[src/rtl/pgc_pkg.sv]
package pgc_pkg;

    localparam int BYTE_W     = 8;
    localparam int PAGE_BYTES = 16;
    localparam int OFS_W      = $clog2(PAGE_BYTES);

    typedef logic [BYTE_W-1:0] byte_t;
    typedef logic [OFS_W-1:0]  ofs_t;

    typedef enum logic [2:0] {
        ST_IDLE,
        ST_OPEN,
        ST_FILL,
        ST_COMMIT,
        ST_HOLD
    } wr_state_e;

    typedef struct packed {
        logic  vld;
        byte_t data;
    } slot_t;

    function automatic ofs_t ofs_next(ofs_t o);
        return o + ofs_t'(1);
    endfunction

    function automatic logic state_listens(wr_state_e s);
        return (s == ST_IDLE) || (s == ST_OPEN) || (s == ST_FILL);
    endfunction

endpackage

[src/rtl/pgc_page_buf.sv]
module pgc_page_buf
    import pgc_pkg::*;
(
    input  logic  clk,
    input  logic  rst,
    input  logic  clr,
    input  logic  wr_en,
    input  ofs_t  wr_idx,
    input  byte_t wr_data,
    input  ofs_t  rd_idx,
    output slot_t rd_slot,
    output logic  any_vld
);

    logic [PAGE_BYTES-1:0] vld_q;
    byte_t                 data_q [PAGE_BYTES];
    logic [PAGE_BYTES-1:0] hit;

    for (genvar g = 0; g < PAGE_BYTES; g++) begin : g_hit
        assign hit[g] = wr_en && (wr_idx == ofs_t'(g));
    end

    always_ff @(posedge clk) begin
        if (rst) begin
            vld_q <= '0;
            for (int i = 0; i < PAGE_BYTES; i++) data_q[i] <= '0;
        end else if (clr) begin
            vld_q <= '0;
        end else begin
            for (int i = 0; i < PAGE_BYTES; i++) begin
                if (hit[i]) begin
                    vld_q[i]  <= 1'b1;
                    data_q[i] <= wr_data;
                end
            end
        end
    end

    assign rd_slot.vld  = vld_q[rd_idx];
    assign rd_slot.data = data_q[rd_idx];
    assign any_vld      = |vld_q;

    AST_CLR_EMPTIES: assert property (@(posedge clk) disable iff (rst)
        clr |=> !any_vld);

    AST_WRITE_MARKS: assert property (@(posedge clk) disable iff (rst)
        (wr_en && !clr) |=> any_vld);

endmodule

[src/rtl/pgc_cursor.sv]
module pgc_cursor
    import pgc_pkg::*;
#(
    parameter int ADDR_W = 10
) (
    input  logic                   clk,
    input  logic                   rst,
    input  logic                   load,
    input  logic [ADDR_W-1:0]      load_addr,
    input  logic                   step,
    output logic [ADDR_W-OFS_W-1:0] page,
    output ofs_t                   ofs
);

    always_ff @(posedge clk) begin
        if (rst) begin
            page <= '0;
            ofs  <= '0;
        end else if (load) begin
            page <= load_addr[ADDR_W-1:OFS_W];
            ofs  <= load_addr[OFS_W-1:0];
        end else if (step) begin
            ofs  <= ofs_next(ofs);
        end
    end

    AST_PAGE_HOLD: assert property (@(posedge clk) disable iff (rst)
        (step && !load) |=> $stable(page));

    AST_OFS_WRAP: assert property (@(posedge clk) disable iff (rst)
        (step && !load && ofs == ofs_t'(PAGE_BYTES-1)) |=> (ofs == '0));

endmodule

[src/rtl/pgc_wr_timer.sv]
module pgc_wr_timer #(
    parameter int CYCLES = 1250000
) (
    input  logic clk,
    input  logic rst,
    input  logic load,
    output logic expire
);

    localparam int CNT_W = (CYCLES < 2) ? 1 : $clog2(CYCLES + 1);

    logic [CNT_W-1:0] cnt_q;

    always_ff @(posedge clk) begin
        if (rst)                 cnt_q <= '0;
        else if (load)           cnt_q <= CNT_W'(CYCLES);
        else if (cnt_q != '0)    cnt_q <= cnt_q - CNT_W'(1);
    end

    assign expire = (cnt_q == CNT_W'(1));

    AST_TIMER_STEP: assert property (@(posedge clk) disable iff (rst)
        (!load && cnt_q != '0) |=> (cnt_q == $past(cnt_q) - CNT_W'(1)));

    AST_TIMER_IDLE: assert property (@(posedge clk) disable iff (rst)
        (!load && cnt_q == '0) |=> (cnt_q == '0));

endmodule

[src/rtl/page_commit_ctrl.sv]
module page_commit_ctrl
    import pgc_pkg::*;
#(
    parameter int ADDR_W    = 10,
    parameter int WR_CYCLES = 1250000
) (
    input  logic              clk,
    input  logic              rst,
    input  logic              bus_start,
    input  logic              bus_stop,
    input  logic              addr_load,
    input  logic [ADDR_W-1:0] addr_in,
    input  logic              byte_vld,
    input  logic [7:0]        byte_in,
    input  logic              wr_protect,
    output logic              ack_ok,
    output logic              busy,
    output logic              mem_we,
    output logic [ADDR_W-1:0] mem_addr,
    output logic [7:0]        mem_wdata
);

    localparam int PAGE_W = ADDR_W - OFS_W;

    wr_state_e          state_q, state_d;
    ofs_t               scan_q;
    logic [PAGE_W-1:0]  cur_page;
    ofs_t               cur_ofs;
    slot_t              rd_slot;
    logic               any_vld;
    logic               tmr_expire;
    logic               tmr_load;

    logic listening, take_start, take_addr, take_byte, take_stop, commit_go;

    always_comb begin
        listening  = state_listens(state_q);
        take_start = listening && bus_start;
        take_addr  = (state_q == ST_OPEN) && addr_load && !bus_start;
        take_byte  = (state_q == ST_FILL) && byte_vld && !bus_start;
        take_stop  = (state_q == ST_FILL) && bus_stop && !bus_start;
        commit_go  = take_stop && any_vld && !wr_protect;
        tmr_load   = (state_q == ST_COMMIT) && (scan_q == ofs_t'(PAGE_BYTES-1));
    end

    always_comb begin
        state_d = state_q;
        unique case (state_q)
            ST_IDLE: begin
                if (take_start) state_d = ST_OPEN;
            end
            ST_OPEN: begin
                if (take_start)                      state_d = ST_OPEN;
                else if (take_addr)                  state_d = ST_FILL;
                else if (bus_stop)                   state_d = ST_IDLE;
            end
            ST_FILL: begin
                if (take_start)                      state_d = ST_OPEN;
                else if (take_stop)                  state_d = commit_go ? ST_COMMIT : ST_IDLE;
            end
            ST_COMMIT: begin
                if (tmr_load)                        state_d = ST_HOLD;
            end
            ST_HOLD: begin
                if (tmr_expire)                      state_d = ST_IDLE;
            end
            default:                                 state_d = ST_IDLE;
        endcase
    end

    always_ff @(posedge clk) begin
        if (rst) begin
            state_q <= ST_IDLE;
            scan_q  <= '0;
        end else begin
            state_q <= state_d;
            if (commit_go)                   scan_q <= '0;
            else if (state_q == ST_COMMIT)   scan_q <= ofs_next(scan_q);
        end
    end

    pgc_page_buf u_buf (
        .clk     (clk),
        .rst     (rst),
        .clr     (take_start),
        .wr_en   (take_byte),
        .wr_idx  (cur_ofs),
        .wr_data (byte_in),
        .rd_idx  (scan_q),
        .rd_slot (rd_slot),
        .any_vld (any_vld)
    );

    pgc_cursor #(.ADDR_W(ADDR_W)) u_cursor (
        .clk       (clk),
        .rst       (rst),
        .load      (take_addr),
        .load_addr (addr_in),
        .step      (take_byte),
        .page      (cur_page),
        .ofs       (cur_ofs)
    );

    pgc_wr_timer #(.CYCLES(WR_CYCLES)) u_timer (
        .clk    (clk),
        .rst    (rst),
        .load   (tmr_load),
        .expire (tmr_expire)
    );

    assign busy      = (state_q == ST_COMMIT) || (state_q == ST_HOLD);
    assign ack_ok    = !busy;
    assign mem_we    = (state_q == ST_COMMIT) && rd_slot.vld;
    assign mem_addr  = {cur_page, scan_q};
    assign mem_wdata = rd_slot.data;

    AST_BUSY_AFTER_STOP: assert property (@(posedge clk) disable iff (rst)
        $rose(busy) |-> $past(bus_stop));

    AST_WP_BLOCKS: assert property (@(posedge clk) disable iff (rst)
        (bus_stop && wr_protect && !busy) |=> !busy);

    AST_EMPTY_NO_BUSY: assert property (@(posedge clk) disable iff (rst)
        (bus_stop && !busy && !any_vld) |=> !busy);

    AST_DEAF_START: assert property (@(posedge clk) disable iff (rst)
        ((state_q == ST_COMMIT) && bus_start) |=> busy);

    AST_PAGE_FIXED: assert property (@(posedge clk) disable iff (rst)
        ((state_q == ST_COMMIT) && scan_q != '0)
            |-> (mem_addr[ADDR_W-1:OFS_W] == $past(mem_addr[ADDR_W-1:OFS_W])));

endmodule

[config.mk]
export PLATFORM = sky130hd
export DESIGN_NAME = page_commit_ctrl
export DESIGN_NICKNAME = d
export VERILOG_FILES = /design/src/rtl/pgc_pkg.sv /design/src/rtl/pgc_page_buf.sv /design/src/rtl/pgc_cursor.sv /design/src/rtl/pgc_wr_timer.sv /design/src/rtl/page_commit_ctrl.sv
export SDC_FILE = /design/constraint.sdc
export NUM_CORES = 1
export LEC_CHECK = 0
export BUFFER_PORTS_ARGS = -buffer_cell sky130_fd_sc_hd__buf_2
export CORE_ASPECT_RATIO = 1.75
export CORE_MARGIN = 2
export CORE_UTILIZATION = 35
export DETAILED_ROUTE_END_ITERATION = 16
export PLACE_DENSITY = 0.58
export SETUP_SLACK_MARGIN = 0.4
export SYNTH_ARGS = -nofsm -noshare
export SYNTH_HDL_FRONTEND = slang
export SYNTH_HIERARCHICAL = 1
export SYNTH_SLANG_ARGS = --single-unit
[constraint.sdc]
create_clock -name clk -period 7.5 [get_ports clk]
set_input_delay 1.5 -clock clk [delete_from_list [all_inputs] [get_ports clk]]
set_output_delay 1.5 -clock clk [all_outputs]
set_load 0.02 [all_outputs]
==> key figures, run 1 <==
Clock tree
  • CTS Buf Count: 17
  • CTS clk-pin slew, worst paths: 0.07 ns
  • CTS Hold Bufs: 0
  • CTS tree: done
  • Clock sink count: 182
  • H-tree levels: 4
  • Worst skew pair latency: 0.43 ns
  • Post_cts resized: 0
  • Clock Tree Buf Depth: 2
  • CTS Root Buffer Type: clkbuf_16
  • Post CTS Setup Buffer Count: 0

STA
  • Max-slew violation count: 0
  • Worst-margin pin slew: 0.999 ns
  • Slew headroom: 0.332
  • Setup_tns: 0 ns
  • RSZ-0062 raised after global routing: false
  • Final setup fails: 0
  • Final min period: 4.22 ns
  • Highest clock rate: 0.237 GHz
  • Final period util: 0.563
  • Final worst slack: 3.28 ns
  • Hold WS: 0.481 ns
  • Hold violation count in the final report: 0
  • Clock skew: 0.0103 ns

Yosys
  • Mapped Nets: 699
  • Cell taking the most area after synthesis: edfxtp_1
  • Distinct cell type count after synthesis: 69
  • Mean Syn Cell Area: 12.5 µm²
  • Post-synth EDFFs: 128
  • Top-area cell type share of the netlist area: 0.460
  • Synth Cell Area: 8360 µm²
  • YS warnings: 6
  • Mapped Cells: 669
  • Top FF cell, synth: edfxtp_1
  • Count leader, synth: edfxtp_1
  • Seq/Total Area, Yosys: 0.589
  • Top cells by area, synth: edfxtp_1 46%, dfxtp_1 13%, nor2_1 5.5%
  • Synthesized flop and latch total: 182
  • Most frequent cells after synthesis: 128 x edfxtp_1, 123 x nor2_1, 57 x nand2_1, 54 x dfxtp_1, 37 x a21oi_1
  • Async S/R FF share, synth: 0

Pwr
  • Static Leak: 3.40 nW
  • VDD IR max: 0.180 mV
  • Pwr/cell area: 269 nW/µm²

GRT
  • Largest net degree at the start of global routing: 41
  • Initial antenna violation count: 0
  • First-pass GRT wire length: 31.2 mm
  • Vias in the first global route: 5396
  • All-Layer GR Usage: 0.167
  • GRT overflow: 0

Route
  • DR vias: 5449
  • Initial DRT Pass Iterations: 7
  • Post-route DRC: 0
  • Mean number of vias per cell: 5.35
  • Wire per inst: 20.1 µm
  • 1st-iter DRT viols: 353
  • WL final: 20.5 mm
  • DRT antenna net count: 0

Setup path
  • Crit-path cells: buf_4 > mux4_4 > a22oi_1 > nand2_1 > and2_2 > buf_2
  • CP required: 6.00 ns
  • CP arrival: 2.72 ns
  • Setup CP Type: reg2out
  • CP max FO: 36
  • Crit end category: output port
  • CP startpoint kind: register
  • Largest stage delay on the critical path: 0.71 ns
  • Critical path's slowest cell: mux4_4

Placed design
  • Buffers added on ports: 45
  • Final GP Congestion: 0.868
  • Setup WS pre-CTS: 3.16 ns
  • Detailed Place HPWL: 14.8 mm
  • Placed cell area: 8770 µm²

Cells and area
  • N_diodes: 0
  • Final instance area: 9350 µm²
  • Seq. cell area: 4930 µm²
  • Multi-input logic area: 3110 µm²
  • Fin util: 0.399
  • P&R area growth vs syn: 11.8%
  • # nets final: 731
  • Fraction of layout cells with a size suffix above 1: 0.165
  • Fillers: 2235

Floorplan
  • Die Ht: 208 µm
  • Width of the die: 121 µm
  • Initial Util: 0.357
  • Core area: 23400 µm²
  • Boundary Pins: 46
  • Die area: 25200 µm²
  • Row count: 74

Worst hold path
  • Worst min path class: reg2reg

Outcome
  • Status: complete, no violations

Job
  • Max-cap violation count: 0
through the flow:
step | instances | power [mW]
floorplan | 669 | 1.54
detailed placement | 986 | 1.65
finish | 1018 | 2.51
global route | 1018 | 2.62
CTS | 1018 | 2.52
global placement | 986 | 1.64
power by group:
group / internal [mW] / total, mW / switching, mW / leakage [nW]
combinational: 0.159 / 0.421 / 0.262 / 1.40
clock: 0.504 / 0.880 / 0.376 / 0.272
sequential: 1.15 / 1.21 / 0.0652 / 1.73
layer usage:
| metal | up-vias | part of all wire | global-route usage |
|---|---|---|---|
| met4 | 0 | 0.027 | 0.0642 |
| met3 | 33 | 0.029 | 0.0255 |
| li1 | 2574 | - | - |
| met2 | 133 | 0.58 | 0.324 |
| met1 | 2709 | 0.36 | 0.174 |
| met5 | - | 0 | 0 |
kinds of logic after synthesis:
logic type | synth area share
AOI/OAI and AO/OA | 0.0760
xor gates and xnor gates | 0.00524
adders and majority gates | 0.00748
buffers and inverters | 0.0386
DFF | 0.589
muxes | 0.118
and+or+nand+nor | 0.165
state kept, by name (all words and copies together), names as in the netlist:
| name | count |
|---|---|
| scan_q | 4 |
| state_q | 3 |
| u_buf/vld_q | 16 |
| u_buf/data_q | 128 |
| u_cursor/page | 6 |
| u_timer/cnt_q | 21 |
| u_cursor/ofs | 4 |
placed cells by master, fill, tap and decap left out, types with 7 or more instances in the layout:
master,netlist,layout
mux4_1,16,16
mux4_2,19,19
clkbuf_16,0,17
buf_4,1,7
nor2b_1,7,7
nand2_1,57,57
nor4_1,9,9
inv_1,19,19
buf_2,4,45
o21ai_0,8,8
a22oi_1,18,18
a21oi_1,37,37
edfxtp_1,128,128
mux2i_1,10,10
nor2_1,123,123
nor3_1,9,9
dfxtp_1,54,52
o21ai_1,7,7
final timing paths:
| path | from | end | slack, ns | depth (start not counted) |
|---|---|---|---|---|
| max reg2reg | state_q[1]$_SDFFE_PP0P_ | u_buf/data_q[6][4]$_SDFFCE_PN0P_ | 4.16 | 5 |
| min | u_timer/cnt_q[15]$_SDFFE_PP0P_ | u_timer/cnt_q[15]$_SDFFE_PP0P_ | 0.48 | 2 |
| max | scan_q[0]$_SDFFE_PP0P_ | mem_we | 3.28 | 6 |
| min reg2reg | u_timer/cnt_q[15]$_SDFFE_PP0P_ | u_timer/cnt_q[15]$_SDFFE_PP0P_ | 0.48 | 2 |
critical path, delay by kind of cell (launching register included):
| kind | cells | cell delay (ns) |
|---|---|---|
| buffers and inverters | 2 | 0.71 |
| DFF | 1 | 0.37 |
| AOI/OAI and AO/OA | 1 | 0.20 |
| and+or+nand+nor | 2 | 0.29 |
| muxes | 1 | 0.71 |
final cells by class:
cell class	count	area share
inverters	19	0.00763
flip-flops and latches	182	0.527
multi-input cells	429	0.333
clock inverters	10	0.0135
well taps	304	0.0407
clock buffers	22	0.0486
repair buffers	52	0.0297
Power figures use the tool's default switching activity.
==> run 2: changes to the inputs <==
--- a/config.mk
+++ b/config.mk
@@ -5,12 +5,13 @@
 export SDC_FILE = /design/constraint.sdc
 export NUM_CORES = 1
 export LEC_CHECK = 0
+export ABC_AREA = 1
 export BUFFER_PORTS_ARGS = -buffer_cell sky130_fd_sc_hd__buf_2
 export CORE_ASPECT_RATIO = 1.75
 export CORE_MARGIN = 2
 export CORE_UTILIZATION = 35
 export DETAILED_ROUTE_END_ITERATION = 16
-export PLACE_DENSITY = 0.58
+export PLACE_DENSITY = 0.57
 export SETUP_SLACK_MARGIN = 0.4
 export SYNTH_ARGS = -nofsm -noshare
 export SYNTH_HDL_FRONTEND = slang
==> constraint.sdc (replaced) <==
create_clock -name clk -period 4.2 [get_ports clk]
set_input_delay 0.84 -clock clk [delete_from_list [all_inputs] [get_ports clk]]
set_output_delay 0.84 -clock clk [all_outputs]
set_load 0.02 [all_outputs]
==> key figures, run 2 <==
GRT
  • Initial antenna violation count: 0 (unchanged)
  • All-Layer GR Usage: 0.184 (was 0.167)
  • Vias in the first global route: 7003 (was 5396)
  • GRT overflow: 0 (unchanged)
  • Largest net degree at the start of global routing: 78 (was 41)
  • First-pass GRT wire length: 37.9 mm (was 31.2 mm)

Cells and area
  • Commonest non-fill, non-tap cells in the layout: 275 x nand2_1, 159 x inv_1, 147 x nor2_1 (was 128 x edfxtp_1, 123 x nor2_1, 57 x nand2_1)
  • P&R area growth vs syn: 12.1% (was 11.8%)
  • Fillers: 2555 (was 2235)
  • Multi-input logic area: 3240 µm² (was 3110 µm²)
  • # nets final: 1156 (was 731)
  • Largest Register: u_buf/data_q (unchanged)
  • N_diodes: 0 (unchanged)
  • Final instance area: 10200 µm² (was 9350 µm²)
  • Seq. cell area: 4930 µm² (about the same)
  • Commonest non-fill, non-tap cell in the layout: nand2_1 (was edfxtp_1)
  • Max reg flops: 128 (unchanged)
  • Biggest regs: u_buf/data_q (128), u_timer/cnt_q (21), u_buf/vld_q (16) (unchanged)
  • Fraction of layout cells with a size suffix above 1: 0.129 (was 0.165)
  • Final cell count without fillers: 1455 (was 1018)

Yosys
  • Mapped Cells: 1086 (was 669)
  • Seq/Total Area, Yosys: 0.544 (was 0.589)
  • Mapped Nets: 1116 (was 699)
  • Post-synth EDFFs: 128 (unchanged)
  • Count leader, synth: nand2_1 (was edfxtp_1)
  • Most frequent cells after synthesis: 275 x nand2_1, 159 x inv_1, 147 x nor2_1, 143 x nand3_1, 128 x edfxtp_1 (was 128 x edfxtp_1, 123 x nor2_1, 57 x nand2_1, 54 x dfxtp_1, 37 x a21oi_1)
  • Async S/R FF share, synth: 0 (unchanged)
  • Synthesized flop and latch total: 182 (unchanged)
  • Top cells by area, synth: edfxtp_1 42%, dfxtp_1 12%, nand2_1 11% (was edfxtp_1 46%, dfxtp_1 13%, nor2_1 5.5%)
  • Cell taking the most area after synthesis: edfxtp_1 (unchanged)
  • Mean Syn Cell Area: 8.34 µm² (was 12.5 µm²)
  • Synth Cell Area: 9060 µm² (was 8360 µm²)
  • YS warnings: 6 (unchanged)
  • Top FF cell, synth: edfxtp_1 (unchanged)
  • Distinct cell type count after synthesis: 41 (was 69)
  • Top-area cell type share of the netlist area: 0.424 (was 0.460)

Clock tree
  • Post CTS Setup Buffer Count: 0 (unchanged)
  • H-tree levels: 4 (unchanged)
  • CTS Buf Count: 17 (unchanged)
  • Post_cts resized: 0 (unchanged)
  • CTS tree: done (unchanged)
  • Worst skew pair latency: 0.44 ns (was 0.43 ns)
  • CTS Hold Bufs: 0 (unchanged)
  • CTS clk-pin slew, worst paths: 0.07 ns (about the same)
  • Clock sink count: 182 (unchanged)
  • Clock Tree Buf Depth: 2 (unchanged)
  • CTS Root Buffer Type: clkbuf_16 (unchanged)

Route
  • Mean number of vias per cell: 4.89 (was 5.35)
  • DRT antenna net count: 0 (unchanged)
  • 1st-iter DRT viols: 418 (was 353)
  • DR vias: 7108 (was 5449)
  • Wire per inst: 17.0 µm (was 20.1 µm)
  • WL final: 24.7 mm (was 20.5 mm)
  • Initial DRT Pass Iterations: 5 (was 7)
  • Post-route DRC: 0 (unchanged)

Worst hold path
  • Worst min path class: reg2reg (unchanged)
  • Worst Hold Depth: 2 (unchanged)

Setup path
  • CP delay by family, top: buffers and inverters (unchanged)
  • Largest stage delay on the critical path: 0.62 ns (was 0.71 ns)
  • Crit end category: output port (unchanged)
  • Critical path's slowest cell: buf_4 (was mux4_4)
  • Critical path buffer and inverter count: 2 (unchanged)
  • Most frequent CP cell: nand3_1
  • CP startpoint kind: register (unchanged)
  • Setup CP Type: reg2out (unchanged)
  • CP arrival: 2.27 ns (was 2.72 ns)
  • Stages on the worst setup path: 7 (was 6)
  • CP max FO: 77 (was 36)
  • R2R depth: 7 (was 5)
  • CP required: 3.36 ns (was 6.00 ns)
  • Crit-path cells: buf_4 > nand2_1 > nand3_1 > nand3_1 > nand3_1 > nand2_1 > buf_2 (was buf_4 > mux4_4 > a22oi_1 > nand2_1 > and2_2 > buf_2)

STA
  • Highest clock rate: 0.321 GHz
  • Final setup fails: 0 (unchanged)
  • Hold WS: 0.476 ns (was 0.481 ns)
  • Clock skew: 0.00770 ns (was 0.0103 ns)
  • Hold violation count in the final report: 0 (unchanged)
  • Final min period: 3.11 ns
  • Setup_tns: 0 ns (unchanged)
  • RSZ-0062 raised after global routing: false (unchanged)
  • Max-slew violation count: 0 (unchanged)
  • Final period util: 0.741
  • Worst-margin pin slew: 0.811 ns (was 0.999 ns)
  • Slew headroom: 0.460 (was 0.332)

Placed design
  • Detailed Place HPWL: 17.3 mm (was 14.8 mm)
  • Placed cell area: 9540 µm² (was 8770 µm²)
  • Placed insts: 1423 (was 986)
  • Final GP Congestion: 0.873 (was 0.868)
  • Buffers added on ports: 45 (unchanged)

Outcome
  • Status: complete, no violations (unchanged)

Floorplan
  • Core area: 25300 µm² (was 23400 µm²)
  • Die area: 27200 µm² (was 25200 µm²)
  • Die Ht: 217 µm (was 208 µm)
  • Initial Util: 0.357 (about the same)
  • Row count: 77 (was 74)
  • Width of the die: 126 µm (was 121 µm)
  • Boundary Pins: 46 (unchanged)

Pwr
  • Static Leak: 4.51 nW (was 3.40 nW)
  • VDD IR max: 0.294 mV (was 0.180 mV)
  • Pwr/cell area: 504 nW/µm² (was 269 nW/µm²)
  • Total chip power: 5.12 mW (was 2.51 mW)

Job
  • Max-cap violation count: 0 (unchanged)
[run 2: path summary, 6_finish.rpt]
kind                                from                             to  slack [ns]
min          u_buf/vld_q[9]$_SDFFE_PP0N_    u_buf/vld_q[9]$_SDFFE_PP0N_        0.48
max reg2reg       scan_q[0]$_SDFFE_PP0P_  u_timer/cnt_q[5]$_SDFFE_PP0P_        1.93
min reg2reg  u_buf/vld_q[9]$_SDFFE_PP0N_    u_buf/vld_q[9]$_SDFFE_PP0N_        0.48
max               scan_q[0]$_SDFFE_PP0P_                   mem_wdata[2]        1.09
[run 2: per-stage QoR]
stage               setup WS, ns   util
floorplan                   1.64      -
global placement            1.40  0.376
detailed placement          1.43  0.376
CTS                         1.06  0.401
global route               0.921  0.401
finish                      1.09  0.401
[run 2: logic make-up after synthesis]
| group | Yosys count | synth area share |
|---|---|---|
| flip-flops | 182 | 0.544 |
| buffers and inverters | 209 | 0.0985 |
| XOR/XNOR | 12 | 0.0124 |
| AO/OA/AOI/OAI | 56 | 0.0338 |
| adder cells (fa/ha/maj) | 5 | 0.00691 |
| AND/OR/NAND/NOR | 622 | 0.305 |
[run 2: power by group]
group | internal [mW] | switching (mW) | leakage (nW)
Clock | 0.954 | 0.727 | 0.305
Sequential | 2.07 | 0.114 | 1.73
Combinational | 0.427 | 0.827 | 2.48
[run 2: cell type report]
type                            count  share of cell area
Clock buffer                       17              0.0419
Clock inverter                     15              0.0190
Inverter                          172              0.0643
Multi-Input combinational cell    695               0.319
Sequential cell                   182               0.485
Tap cell                          316              0.0389
Timing Repair Buffer               58              0.0318
[run 2: worst reg2reg max path: stages, from the launching register on]
cell and delay (ns):
dfxtp_2 0.35, buf_4 0.62, ha_1 0.30, nand3_1 0.11
nor2_1 0.24, nor2_1 0.12, inv_1 0.33, nor2_1 0.09
[run 2: layer usage]
metal	track usage	wire length, µm	share of wire	vias to the layer above
met4	0.110	1350	0.055	0
met3	0.0293	898	0.036	63
met5	0	0	0	-
met2	0.348	13600	0.55	163
li1	-	-	-	3535
met1	0.186	8840	0.36	3347
==> run 3: changes to the inputs <==
--- a/config.mk
+++ b/config.mk
@@ -11,7 +11,7 @@
 export CORE_MARGIN = 2
 export CORE_UTILIZATION = 35
 export DETAILED_ROUTE_END_ITERATION = 16
-export PLACE_DENSITY = 0.57
+export PLACE_DENSITY = 0.59
 export SETUP_SLACK_MARGIN = 0.4
 export SYNTH_ARGS = -nofsm -noshare
 export SYNTH_HDL_FRONTEND = slang
==> constraint.sdc (replaced) <==
create_clock -name clk -period 2.8 [get_ports clk]
set_input_delay 0.56 -clock clk [delete_from_list [all_inputs] [get_ports clk]]
set_output_delay 0.56 -clock clk [all_outputs]
set_load 0.02 [all_outputs]
==> key figures, run 3 (synthesis gave the netlist of run 2 again) <==
Setup path
  • Worst flop-to-flop path startpoint: scan_q[0]$_SDFFE_PP0P_ (unchanged)
  • CP arrival: 1.91 ns (was 2.27 ns)
  • CP startpoint kind: register (unchanged)
  • Worst setup startpoint: scan_q[0]$_SDFFE_PP0P_ (unchanged)
  • Crit end category: output port (unchanged)
  • Reg2reg setup slack: 0.60 ns (was 1.93 ns)
  • Setup CP Type: reg2out (unchanged)
  • CP max FO: 7 (was 77)
  • CP required: 2.24 ns (was 3.36 ns)

Placed design
  • Detailed Place HPWL: 18.8 mm (was 17.3 mm)
  • Buffers added on ports: 45 (unchanged)
  • Final GP Congestion: 0.887 (was 0.873)

Worst hold path
  • Worst min path class: in2reg (was reg2reg)
  • Hold Path Origin: addr_in[6] (was u_buf/vld_q[9]$_SDFFE_PP0N_)

Pwr
  • Pwr/cell area: 692 nW/µm² (was 504 nW/µm²)
  • VDD IR max: 0.342 mV (was 0.294 mV)
  • Static Leak: 4.94 nW (was 4.51 nW)

Floorplan
  • Core area: 25300 µm² (unchanged)
  • Boundary Pins: 46 (unchanged)
  • Row count: 77 (unchanged)
  • Width of the die: 126 µm (unchanged)
  • Die Ht: 217 µm (unchanged)
  • Initial Util: 0.357 (unchanged)
  • Die area: 27200 µm² (unchanged)

STA
  • Worst-margin pin slew: 0.648 ns (was 0.811 ns)
  • Hold violation count in the final report: 0 (unchanged)
  • Max-slew violation count: 0 (unchanged)
  • Final period util: 0.881
  • Highest clock rate: 0.405 GHz
  • Final min period: 2.47 ns
  • Slew headroom: 0.567 (was 0.460)
  • Setup_tns: 0 ns (unchanged)
  • RSZ-0062 raised after global routing: true (was false)
  • Clock skew: 0.0140 ns (was 0.00770 ns)
  • Final setup fails: 0 (unchanged)

Route
  • Mean number of vias per cell: 5.09 (was 4.89)
  • Initial DRT Pass Iterations: 5 (unchanged)
  • Wire per inst: 19.3 µm (was 17.0 µm)
  • DRT antenna net count: 0 (unchanged)
  • WL final: 28.7 mm (was 24.7 mm)
  • DR vias: 7600 (was 7108)
  • 1st-iter DRT viols: 565 (was 418)
  • Post-route DRC: 0 (unchanged)

Clock tree
  • Worst skew pair latency: 0.44 ns (about the same)
  • H-tree levels: 4 (unchanged)
  • CTS tree: done (unchanged)
  • CTS clk-pin slew, worst paths: 0.08 ns (was 0.07 ns)
  • Clock Tree Buf Depth: 2 (unchanged)
  • CTS Hold Bufs: 0 (unchanged)
  • CTS Root Buffer Type: clkbuf_16 (unchanged)
  • CTS Buf Count: 17 (unchanged)
  • Clock sink count: 182 (unchanged)

GRT
  • Largest net degree at the start of global routing: 41 (was 78)
  • Initial antenna violation count: 0 (unchanged)
  • GRT overflow: 0 (unchanged)
  • Vias in the first global route: 7523 (was 7003)
  • All-Layer GR Usage: 0.207 (was 0.184)
  • First-pass GRT wire length: 42.2 mm (was 37.9 mm)

Cells and area
  • Fillers: 2496 (was 2555)
  • Biggest regs: u_buf/data_q (128), u_timer/cnt_q (21), u_buf/vld_q (16) (unchanged)
  • Max reg flops: 128 (unchanged)
  • P&R area growth vs syn: 23.5% (was 12.1%)
  • N_diodes: 0 (unchanged)
  • Commonest non-fill, non-tap cell in the layout: nand2_1 (unchanged)
  • Largest Register: u_buf/data_q (unchanged)
  • Fraction of layout cells with a size suffix above 1: 0.232 (was 0.129)
  • # nets final: 1193 (was 1156)
  • Fin util: 0.442 (was 0.401)
  • Commonest non-fill, non-tap cells in the layout: 255 x nand2_1, 158 x inv_1, 146 x nor2_1 (was 275 x nand2_1, 159 x inv_1, 147 x nor2_1)

Outcome
  • Status: complete, no violations (unchanged)

Job
  • Max-cap violation count: 0 (unchanged)
run 3: cell count changes in the layout (fill, tap and decap cells not counted), moves of 5 or more:
cell,change
nand2_1,-20
buf_16,+6
nand3_1,-65
buf_2,-9
buf_4,+18
buf_12,+5
buf_6,+9
nand3_2,+64
nand2_2,+18
run 3: final timing paths:
kind	cells past startpoint	to
worst max-delay path	10	mem_we
worst min-delay path	3	u_cursor/page[2]$_SDFFE_PP0P_
worst min register to register	1	u_timer/cnt_q[0]$_SDFFE_PP0P_
worst max register to register	9	u_timer/cnt_q[19]$_SDFFE_PP0P_
run 3: cell type report:
class	instances	area [µm²]	area share
Clock inverter	15	160	0.0143
Timing Repair Buffer	92	912	0.0815
Timing Repair inverter	3	48.8	0.00436
Clock buffer	17	425	0.0380
Inverter	172	676	0.0604
Sequential cell	182	4930	0.441
Multi-Input combinational cell	695	3640	0.325
Tap cell	316	395	0.0353
run 3: power breakdown:
group	switching (mW)	total (mW)	internal (mW)
Sequential	0.179	3.29	3.11
Clock	1.15	2.35	1.19
Combinational	1.34	2.11	0.767
run 3: worst max-delay path, cell delays in order, from the launching register on:
cell and delay (ns):
dfxtp_4 0.48, buf_12 0.22, buf_16 0.16, nand2_4 0.05, nand3_2 0.06, nand3_2 0.07, nand3_2 0.11, nand2_2 0.08
inv_2 0.07, nor2_4 0.04, buf_6 0.12
run 3: repair_timing:
action / CTS / global route
setup endpoints to repair: 9 / 9
hold endpoints to repair: 0 / 0
setup buffers: 6 / 0
cloned: 8 / 5
pin swaps: 3 / 41
gates resized for setup: 34 / 100
run 3: metal layers:
layer,wire [µm],vias to the layer above,track usage
met1,9440,3586,0.198
met4,2500,0,0.163
met2,15600,290,0.388
met5,0,-,0
li1,-,3620,-
met3,1170,104,0.0315
run 3: per-stage QoR:
step	total power [mW]	setup WS [ns]	hold WS, ns	area, µm²	std cells
detailed placement	5.25	0.549	0.477	9700	1441
global placement	5.22	0.586	0.468	9700	1441
floorplan	4.80	0.516	0.447	9060	1086
global route	8.15	0.277	0.338	11200	1492
CTS	7.70	0.322	0.320	10700	1487
finish	7.75	0.333	0.337	11200	1492
